**src/rtl/ppi_pkg.sv**
```systemverilog
package ppi_pkg;

    typedef enum logic {
        GATE_IDLE = 1'b0,
        GATE_OPEN = 1'b1
    } gate_e;

    typedef struct packed {
        logic ref_rise;
        logic dut_rise;
    } edges_t;

    // smallest accumulator width that cannot wrap
    function automatic int unsigned acc_need(input int unsigned cnt_w,
                                             input int unsigned log2_n);
        return cnt_w + log2_n;
    endfunction

endpackage

```
**src/rtl/ppi_sync.sv**
```systemverilog
module ppi_sync #(
    parameter int unsigned N = 2
) (
    input  logic         clk_i,
    input  logic         rst_i,
    input  logic [N-1:0] async_i,
    output logic [N-1:0] rise_o
);
    for (genvar g = 0; g < N; g++) begin : g_bit
        logic s1_q, s2_q, s3_q;
        always_ff @(posedge clk_i) begin
            if (rst_i) begin
                s1_q <= 1'b0;
                s2_q <= 1'b0;
                s3_q <= 1'b0;
            end else begin
                s1_q <= async_i[g];
                s2_q <= s1_q;
                s3_q <= s2_q;
            end
        end
        assign rise_o[g] = s2_q & ~s3_q;
    end
endmodule

```
**src/rtl/ppi_gate.sv**
```systemverilog
module ppi_gate
    import ppi_pkg::*;
(
    input  logic   clk_i,
    input  logic   rst_i,
    input  edges_t edges_i,
    output logic   open_o,
    output logic   close_o
);
    gate_e state_q, state_d;

    always_comb begin
        state_d = state_q;
        unique case (state_q)
            GATE_IDLE: if (edges_i.ref_rise) state_d = GATE_OPEN;
            GATE_OPEN: if (edges_i.dut_rise) state_d = GATE_IDLE;
            default:   state_d = GATE_IDLE;
        endcase
    end

    always_ff @(posedge clk_i) begin
        if (rst_i) state_q <= GATE_IDLE;
        else       state_q <= state_d;
    end

    assign open_o  = (state_q == GATE_OPEN);
    assign close_o = open_o & edges_i.dut_rise;

    // a device edge in the open state shuts the gate
    p_gate_close_r2: assert property (@(posedge clk_i) disable iff (rst_i)
        (open_o && edges_i.dut_rise) |=> !open_o);
    // a reference edge does not disturb an open gate
    p_ref_ignored_r10: assert property (@(posedge clk_i) disable iff (rst_i)
        (open_o && edges_i.ref_rise && !edges_i.dut_rise) |=> open_o);
endmodule

```
**src/rtl/ppi_interval.sv**
```systemverilog
module ppi_interval #(
    parameter int unsigned CNT_W = 24
) (
    input  logic             clk_i,
    input  logic             rst_i,
    input  logic             open_i,
    input  logic             close_i,
    output logic [CNT_W-1:0] sample_o,
    output logic             sample_valid_o,
    output logic             missing_o
);
    localparam logic [CNT_W-1:0] CNT_MAX = {CNT_W{1'b1}};

    logic [CNT_W-1:0] cnt_q;
    logic             pend_q;
    logic             capture;

    assign capture = !open_i && pend_q;

    always_ff @(posedge clk_i) begin
        if (rst_i) begin
            cnt_q          <= '0;
            pend_q         <= 1'b0;
            sample_o       <= '0;
            sample_valid_o <= 1'b0;
            missing_o      <= 1'b0;
        end else begin
            sample_valid_o <= 1'b0;
            if (open_i) begin
                if (cnt_q != CNT_MAX) cnt_q <= cnt_q + 1'b1;
                else                  missing_o <= 1'b1;
            end
            if (close_i) pend_q <= 1'b1;
            if (capture) begin
                sample_o       <= cnt_q;
                cnt_q          <= '0;
                pend_q         <= 1'b0;
                sample_valid_o <= 1'b1;
                missing_o      <= 1'b0;
            end
        end
    end

    // counter frozen while the gate is shut and nothing is pending
    p_hold_r2: assert property (@(posedge clk_i) disable iff (rst_i)
        (!open_i && !pend_q) |=> $stable(cnt_q));
    // the sample strobe is a single cycle
    p_valid_pulse_r2: assert property (@(posedge clk_i) disable iff (rst_i)
        sample_valid_o |=> !sample_valid_o);
    // saturated counter stays at full scale while the gate is open
    p_sat_r6: assert property (@(posedge clk_i) disable iff (rst_i)
        (open_i && cnt_q == CNT_MAX) |=> (cnt_q == CNT_MAX && missing_o));
    // capture clears the missing-pulse flag
    p_miss_clear_r7: assert property (@(posedge clk_i) disable iff (rst_i)
        capture |=> !missing_o);
endmodule

```
**src/rtl/ppi_accum.sv**
```systemverilog
module ppi_accum #(
    parameter int unsigned CNT_W  = 24,
    parameter int unsigned ACC_W  = 32,
    parameter int unsigned LOG2_N = 8
) (
    input  logic             clk_i,
    input  logic             rst_i,
    input  logic [CNT_W-1:0] sample_i,
    input  logic             sample_valid_i,
    input  logic             invert_i,
    output logic [ACC_W-1:0] sum_o,
    output logic             sum_valid_o
);
    localparam logic [LOG2_N-1:0] LAST = {LOG2_N{1'b1}};

    logic [ACC_W-1:0]  acc_q;
    logic [ACC_W-1:0]  acc_next;
    logic [LOG2_N-1:0] n_q;
    logic              inv_q;
    logic              inv_change;

    assign inv_change = (invert_i != inv_q);
    assign acc_next   = acc_q + ACC_W'(sample_i);

    always_ff @(posedge clk_i) begin
        if (rst_i) begin
            acc_q       <= '0;
            n_q         <= '0;
            inv_q       <= invert_i;
            sum_o       <= '0;
            sum_valid_o <= 1'b0;
        end else begin
            inv_q       <= invert_i;
            sum_valid_o <= 1'b0;
            if (inv_change) begin
                acc_q <= '0;
                n_q   <= '0;
            end else if (sample_valid_i) begin
                if (n_q == LAST) begin
                    sum_o       <= acc_next;
                    sum_valid_o <= 1'b1;
                    acc_q       <= '0;
                    n_q         <= '0;
                end else begin
                    acc_q <= acc_next;
                    n_q   <= n_q + 1'b1;
                end
            end
        end
    end

    // sum strobe lasts one cycle
    p_sum_pulse_r3: assert property (@(posedge clk_i) disable iff (rst_i)
        sum_valid_o |=> !sum_valid_o);
    // a sum is only reported right after a sample
    p_sum_after_sample_r3: assert property (@(posedge clk_i) disable iff (rst_i)
        sum_valid_o |-> $past(sample_valid_i));
    // the window restarts empty after each sum
    p_restart_r4: assert property (@(posedge clk_i) disable iff (rst_i)
        sum_valid_o |-> (acc_q == '0 && n_q == '0));
    // an invert change empties the window
    p_inv_clear_r8: assert property (@(posedge clk_i) disable iff (rst_i)
        inv_change |=> (acc_q == '0 && n_q == '0));
endmodule

```
**src/rtl/pps_phase_counter.sv**
```systemverilog
module pps_phase_counter
    import ppi_pkg::*;
#(
    parameter int unsigned CNT_W  = 24,
    parameter int unsigned LOG2_N = 8,
    parameter int unsigned ACC_W  = 32
) (
    input  logic             clk_i,
    input  logic             rst_i,
    input  logic             ref_pps_i,
    input  logic             dut_pps_i,
    input  logic             dut_invert_i,
    output logic [CNT_W-1:0] sample_o,
    output logic             sample_valid_o,
    output logic [ACC_W-1:0] sum_o,
    output logic             sum_valid_o,
    output logic             missing_o
);
    localparam int unsigned ACC_MIN = acc_need(CNT_W, LOG2_N);

    logic [1:0] raw;
    logic [1:0] rise;
    edges_t     edges;
    logic       gate_open, gate_close;

    // polarity select ahead of the synchronizer
    assign raw = {ref_pps_i, dut_pps_i ^ dut_invert_i};

    ppi_sync #(.N(2)) u_sync (
        .clk_i  (clk_i),
        .rst_i  (rst_i),
        .async_i(raw),
        .rise_o (rise)
    );

    assign edges.ref_rise = rise[1];
    assign edges.dut_rise = rise[0];

    ppi_gate u_gate (
        .clk_i  (clk_i),
        .rst_i  (rst_i),
        .edges_i(edges),
        .open_o (gate_open),
        .close_o(gate_close)
    );

    ppi_interval #(.CNT_W(CNT_W)) u_interval (
        .clk_i         (clk_i),
        .rst_i         (rst_i),
        .open_i        (gate_open),
        .close_i       (gate_close),
        .sample_o      (sample_o),
        .sample_valid_o(sample_valid_o),
        .missing_o     (missing_o)
    );

    ppi_accum #(.CNT_W(CNT_W), .ACC_W(ACC_W), .LOG2_N(LOG2_N)) u_accum (
        .clk_i         (clk_i),
        .rst_i         (rst_i),
        .sample_i      (sample_o),
        .sample_valid_i(sample_valid_o),
        .invert_i      (dut_invert_i),
        .sum_o         (sum_o),
        .sum_valid_o   (sum_valid_o)
    );

    // parameter set must leave headroom for the full window
    if (ACC_W < ACC_MIN) begin : g_bad_width
        p_acc_width_r3: assert property (@(posedge clk_i) disable iff (rst_i)
            !sum_valid_o);
    end

    // outputs quiet in the first cycle after reset
    p_reset_r9: assert property (@(posedge clk_i)
        $fell(rst_i) |-> (!sample_valid_o && !sum_valid_o && !missing_o));
endmodule

```
**config.mk**
```make
export PLATFORM = sky130hd
export DESIGN_NAME = pps_phase_counter
export DESIGN_NICKNAME = d
export VERILOG_FILES = /design/src/rtl/ppi_pkg.sv /design/src/rtl/ppi_sync.sv /design/src/rtl/ppi_gate.sv /design/src/rtl/ppi_interval.sv /design/src/rtl/ppi_accum.sv /design/src/rtl/pps_phase_counter.sv
export SDC_FILE = /design/constraint.sdc
export NUM_CORES = 1
export LEC_CHECK = 0
export CAP_MARGIN = 5
export CORE_MARGIN = 2
export CORE_UTILIZATION = 28
export DETAILED_ROUTE_END_ITERATION = 16
export GPL_TIMING_DRIVEN = 0
export SLEW_MARGIN = 15
export SYNTH_ARGS = -nofsm -noshare
export SYNTH_HDL_FRONTEND = slang
export SYNTH_HIERARCHICAL = 1
export SYNTH_SLANG_ARGS = --single-unit
```
**constraint.sdc**
```tcl
create_clock -name clk_i -period 3.5 [get_ports clk_i]
set_clock_uncertainty 0.2 [all_clocks]
set_input_delay 1.05 -clock clk_i [delete_from_list [all_inputs] [get_ports clk_i]]
set_output_delay 1.05 -clock clk_i [all_outputs]
set_load 0.02 [all_outputs]
```
==> metrics.md <==
| Metric | Value |
|---|---|
| Setup_tns | 0 ps |
| #FFs+latches synth | 132 |
| CTS tree | built |
| CP Launch Type | primary input |
| Post-synth top area cell | dfxtp_1 |
| Hold crit path type | reg -> reg |
| First-pass GRT wire length | 26,500 um |
| Dpl cells | 1,037 |
| Final nets | 808 |
| TritonRoute pass-1 iters | 4 |
| Die outline area | 23,400 um^2 |
| Die span in y | 153 um |
| Largest net degree at the start of global routing | 17 |
| Sequential cell area | 2640 um^2 |
| Die Wd | 153 um |
| Yosys warning total | 6 |
| Worst-path cell chain | clkdlybuf4s50_1 > xnor2_1 > nand2_1 > nor2b_2 > buf_2 > buf_2 > nand3b_1 > nand2_1 |
| Rows | 54 |
| GRT Overall Usage | 0.141 |
| Worst VDD drop | 202 uV |
| Fmax | 310 MHz |
| Post-DRT Antenna Nets | 0 |
| WL per Instance | 15.1 um |
| Filler instances | 2,252 |
| Pins Over Slew Limit | 0 |
| Power density over the cells | 433 nW/um^2 |
| Setup crit end kind | register |
| Gp weighted congestion | 0.866 |
| Uppermost layer routed | met4 |
| CP max FO | 10 |
| Layout cells sized above 1 | 0.0849 |
| Maximum clock insertion buffer count | 2 |
| Root buffer cell | clkbuf_16 |
| Vias/cell | 4.95 |
| Wirelength, routed | 16,200 um |
| TritonCTS Buffers | 17 |
| Total vias in the final route | 5,294 |
| Number of hold buffers added after CTS | 0 |
| Clock transition at path regs | 60 ps |
| Post-synthesis cell count | 694 |
| Top_reg_cell synth | dfxtp_1 |
| Area Growth Syn to Fin | 25.8% |
| Most frequent cells in the layout | dfxtp_1 (132), nor2_1 (75), a21oi_1 (75) |
| DR WL met2 | 7290 um |
| I/O Buffers | 63 |
| Critical-path top delay cell | clkdlybuf4s50_1 |
| Post-CTS Setup Bufs | 0 |
| Total I/O pin count | 64 |
| Metal-1 WL | 7960 um |
| Critical path class | in -> reg |
| Synth top area share | 0.426 |
| Number of global-route vias before repair | 5,034 |
| Global route overflow | 0 |
| Initial DRC count | 332 |
| H-Tree Depth | 4 |
| Unique masters post-synth | 68 |
| Mapped cell area | 6200 um^2 |
| Largest stage delay, worst path | 470 ps |
| Initial antenna violation count | 0 |
| Mean Syn Cell Area | 8.94 um^2 |
| Fin cells | 1,069 |
| Initial Utilization | 0.285 |
| Leak | 2.97 nW |
| Tcrit/Tclk final | 0.923 |
| Core ar. | 21,800 um^2 |
| Crit path DAT | 3390 ps |
| Final setup vio count | 0 |
| Multi-input gate area | 3420 um^2 |
| Final hold violations | 0 |
| Hold_ws | 234 ps |
| Max Cap Viol | 0 |
| Critical Path RT | 3660 ps |
| Async S/R FF share, synth | 0 |
| Sequential cell area fraction in the yosys report | 0.426 |
| Status | finished clean |
| Area contributors post-synth | dfxtp_1 (43%), a21oi_1 (6.0%), ha_1 (5.2%) |
| Hpwl dp | 12,200 um |
| Tmin final | 3230 ps |
| Worst slew margin | 0.613 |
| DR WL met3 | 719 um |
| Diodes inserted | 0 |
| RSZ-0062 raised after global routing | no |
| DRC errors left | 0 |
| EDFF count, synth | 0 |
| Clock Latency Late Sink | 420 ps |
| Clk sinks | 132 |
| Worst-Margin Slew | 580 ps |
| Synth Net Count | 726 |
| Commonest non-fill, non-tap cell in the layout | dfxtp_1 |
==> cells in the mapped netlist (4+ instances only) <==
master	count
o21ai_0	23
a31oi_1	5
xor2_1	24
xnor2_1	22
or3_1	8
a21oi_1	75
inv_1	7
nand3_1	20
and3_1	6
o21bai_1	4
a21o_1	10
ha_1	26
nand2b_1	7
nand4_1	17
dfxtp_1	132
a22oi_1	12
and4_1	10
and2_1	5
or4_1	5
nor2_1	76
a22o_1	35
clkbuf_1	23
nand2_1	55
nor2b_1	10
nor3_1	5
o21ba_2	4
o21ai_1	6
o211ai_1	5
buf_2	4
==> per-stage QoR <==
stage | setup slack (ps) | area [um^2] | total power [W] | util
5_1_grt | 84.8 | 7800 | 0.00349 | 0.359
2_1_floorplan | 768 | 6200 | 0.00158 | -
3_3_place_gp | -633 | 7190 | 0.00161 | 0.330
3_5_place_dp | -650 | 7190 | 0.00161 | 0.330
6_report | 271 | 7800 | 0.00338 | 0.359
4_1_cts | 14.7 | 7800 | 0.00342 | 0.358
==> layout make-up <==
class                   instances  area share
plain buffers                  30      0.0159
clock buffers                  23      0.0613
clock inverters                 9      0.0162
inverters                       8     0.00385
multi-input cells             524       0.438
flip-flops and latches        132       0.339
well taps                     280      0.0449
repair buffers                 63      0.0811
==> critical path: cells and delay by family <==
family	cells	cell delay (ps)
buffers and inverters	3	1030
XOR/XNOR	1	440
AND/OR/NAND/NOR	4	870
==> flip-flops by register name, summed over array words and instances (netlist names) <==
name / cells
u_interval/sample_valid_o: 1
u_accum/acc_q: 32
u_accum/n_q: 8
u_accum/inv_q: 1
u_interval/missing_o: 1
u_gate/open_o: 1
u_accum/sum_o: 32
u_interval/sample_o: 24
u_sync/g_bit.s1_q: 2
u_accum/sum_valid_o: 1
u_sync/g_bit.s2_q: 2
u_interval/cnt_q: 24
u_sync/g_bit.s3_q: 2
u_interval/pend_q: 1
==> where the power goes <==
group | internal (W) | total (W) | switching (W)
Clock | 0.00117 | 0.00180 | 0.000631
Sequential | 0.00151 | 0.00151 | 0.00000343
Combinational | 0.0000159 | 0.0000634 | 0.0000475
==> final timing paths <==
kind / from / end / slack [ps] / cells after the start
hold reg to reg: u_sync/g_bit[1].s1_q$_SDFF_PP0_ / u_sync/g_bit[1].s2_q$_SDFF_PP0_ / 230 / 1
setup / recovery: dut_invert_i / u_accum/acc_q[12]$_SDFFE_PP0P_ / 270 / 8
setup reg to reg: u_interval/sample_o[6]$_SDFFE_PP0P_ / u_accum/acc_q[29]$_SDFFE_PP0P_ / 580 / 9
hold / removal: u_sync/g_bit[1].s1_q$_SDFF_PP0_ / u_sync/g_bit[1].s2_q$_SDFF_PP0_ / 230 / 1
==> layer usage <==
metal,vias to the layer above,global-route usage
met5,-,0
met4,0,0.0406
met3,23,0.0329
met2,123,0.225
met1,2447,0.191
li1,2701,-
==> logic make-up (layout without fill, tap and decap cells) <==
| kind of cell | after synthesis | after routing | synth area share |
|---|---|---|---|
| and+or+nand+nor | 238 | 238 | 0.191 |
| AOI/OAI and AO/OA | 212 | 212 | 0.237 |
| DFF | 132 | 132 | 0.426 |
| xor gates and xnor gates | 46 | 46 | 0.0649 |
| buffers and inverters | 38 | 133 | 0.0240 |
| adders and majority gates | 27 | 27 | 0.0557 |
| muxes | 1 | 1 | 0.00161 |
==> timing repair <==
item / 4_1_cts / 5_1_grt
hold endpoints to repair: 0 / 0
setup endpoints to repair: 31 / 35
resized for setup: 4 / 5
pin swaps: 0 / 0
(Power assumes the default switching activity.)
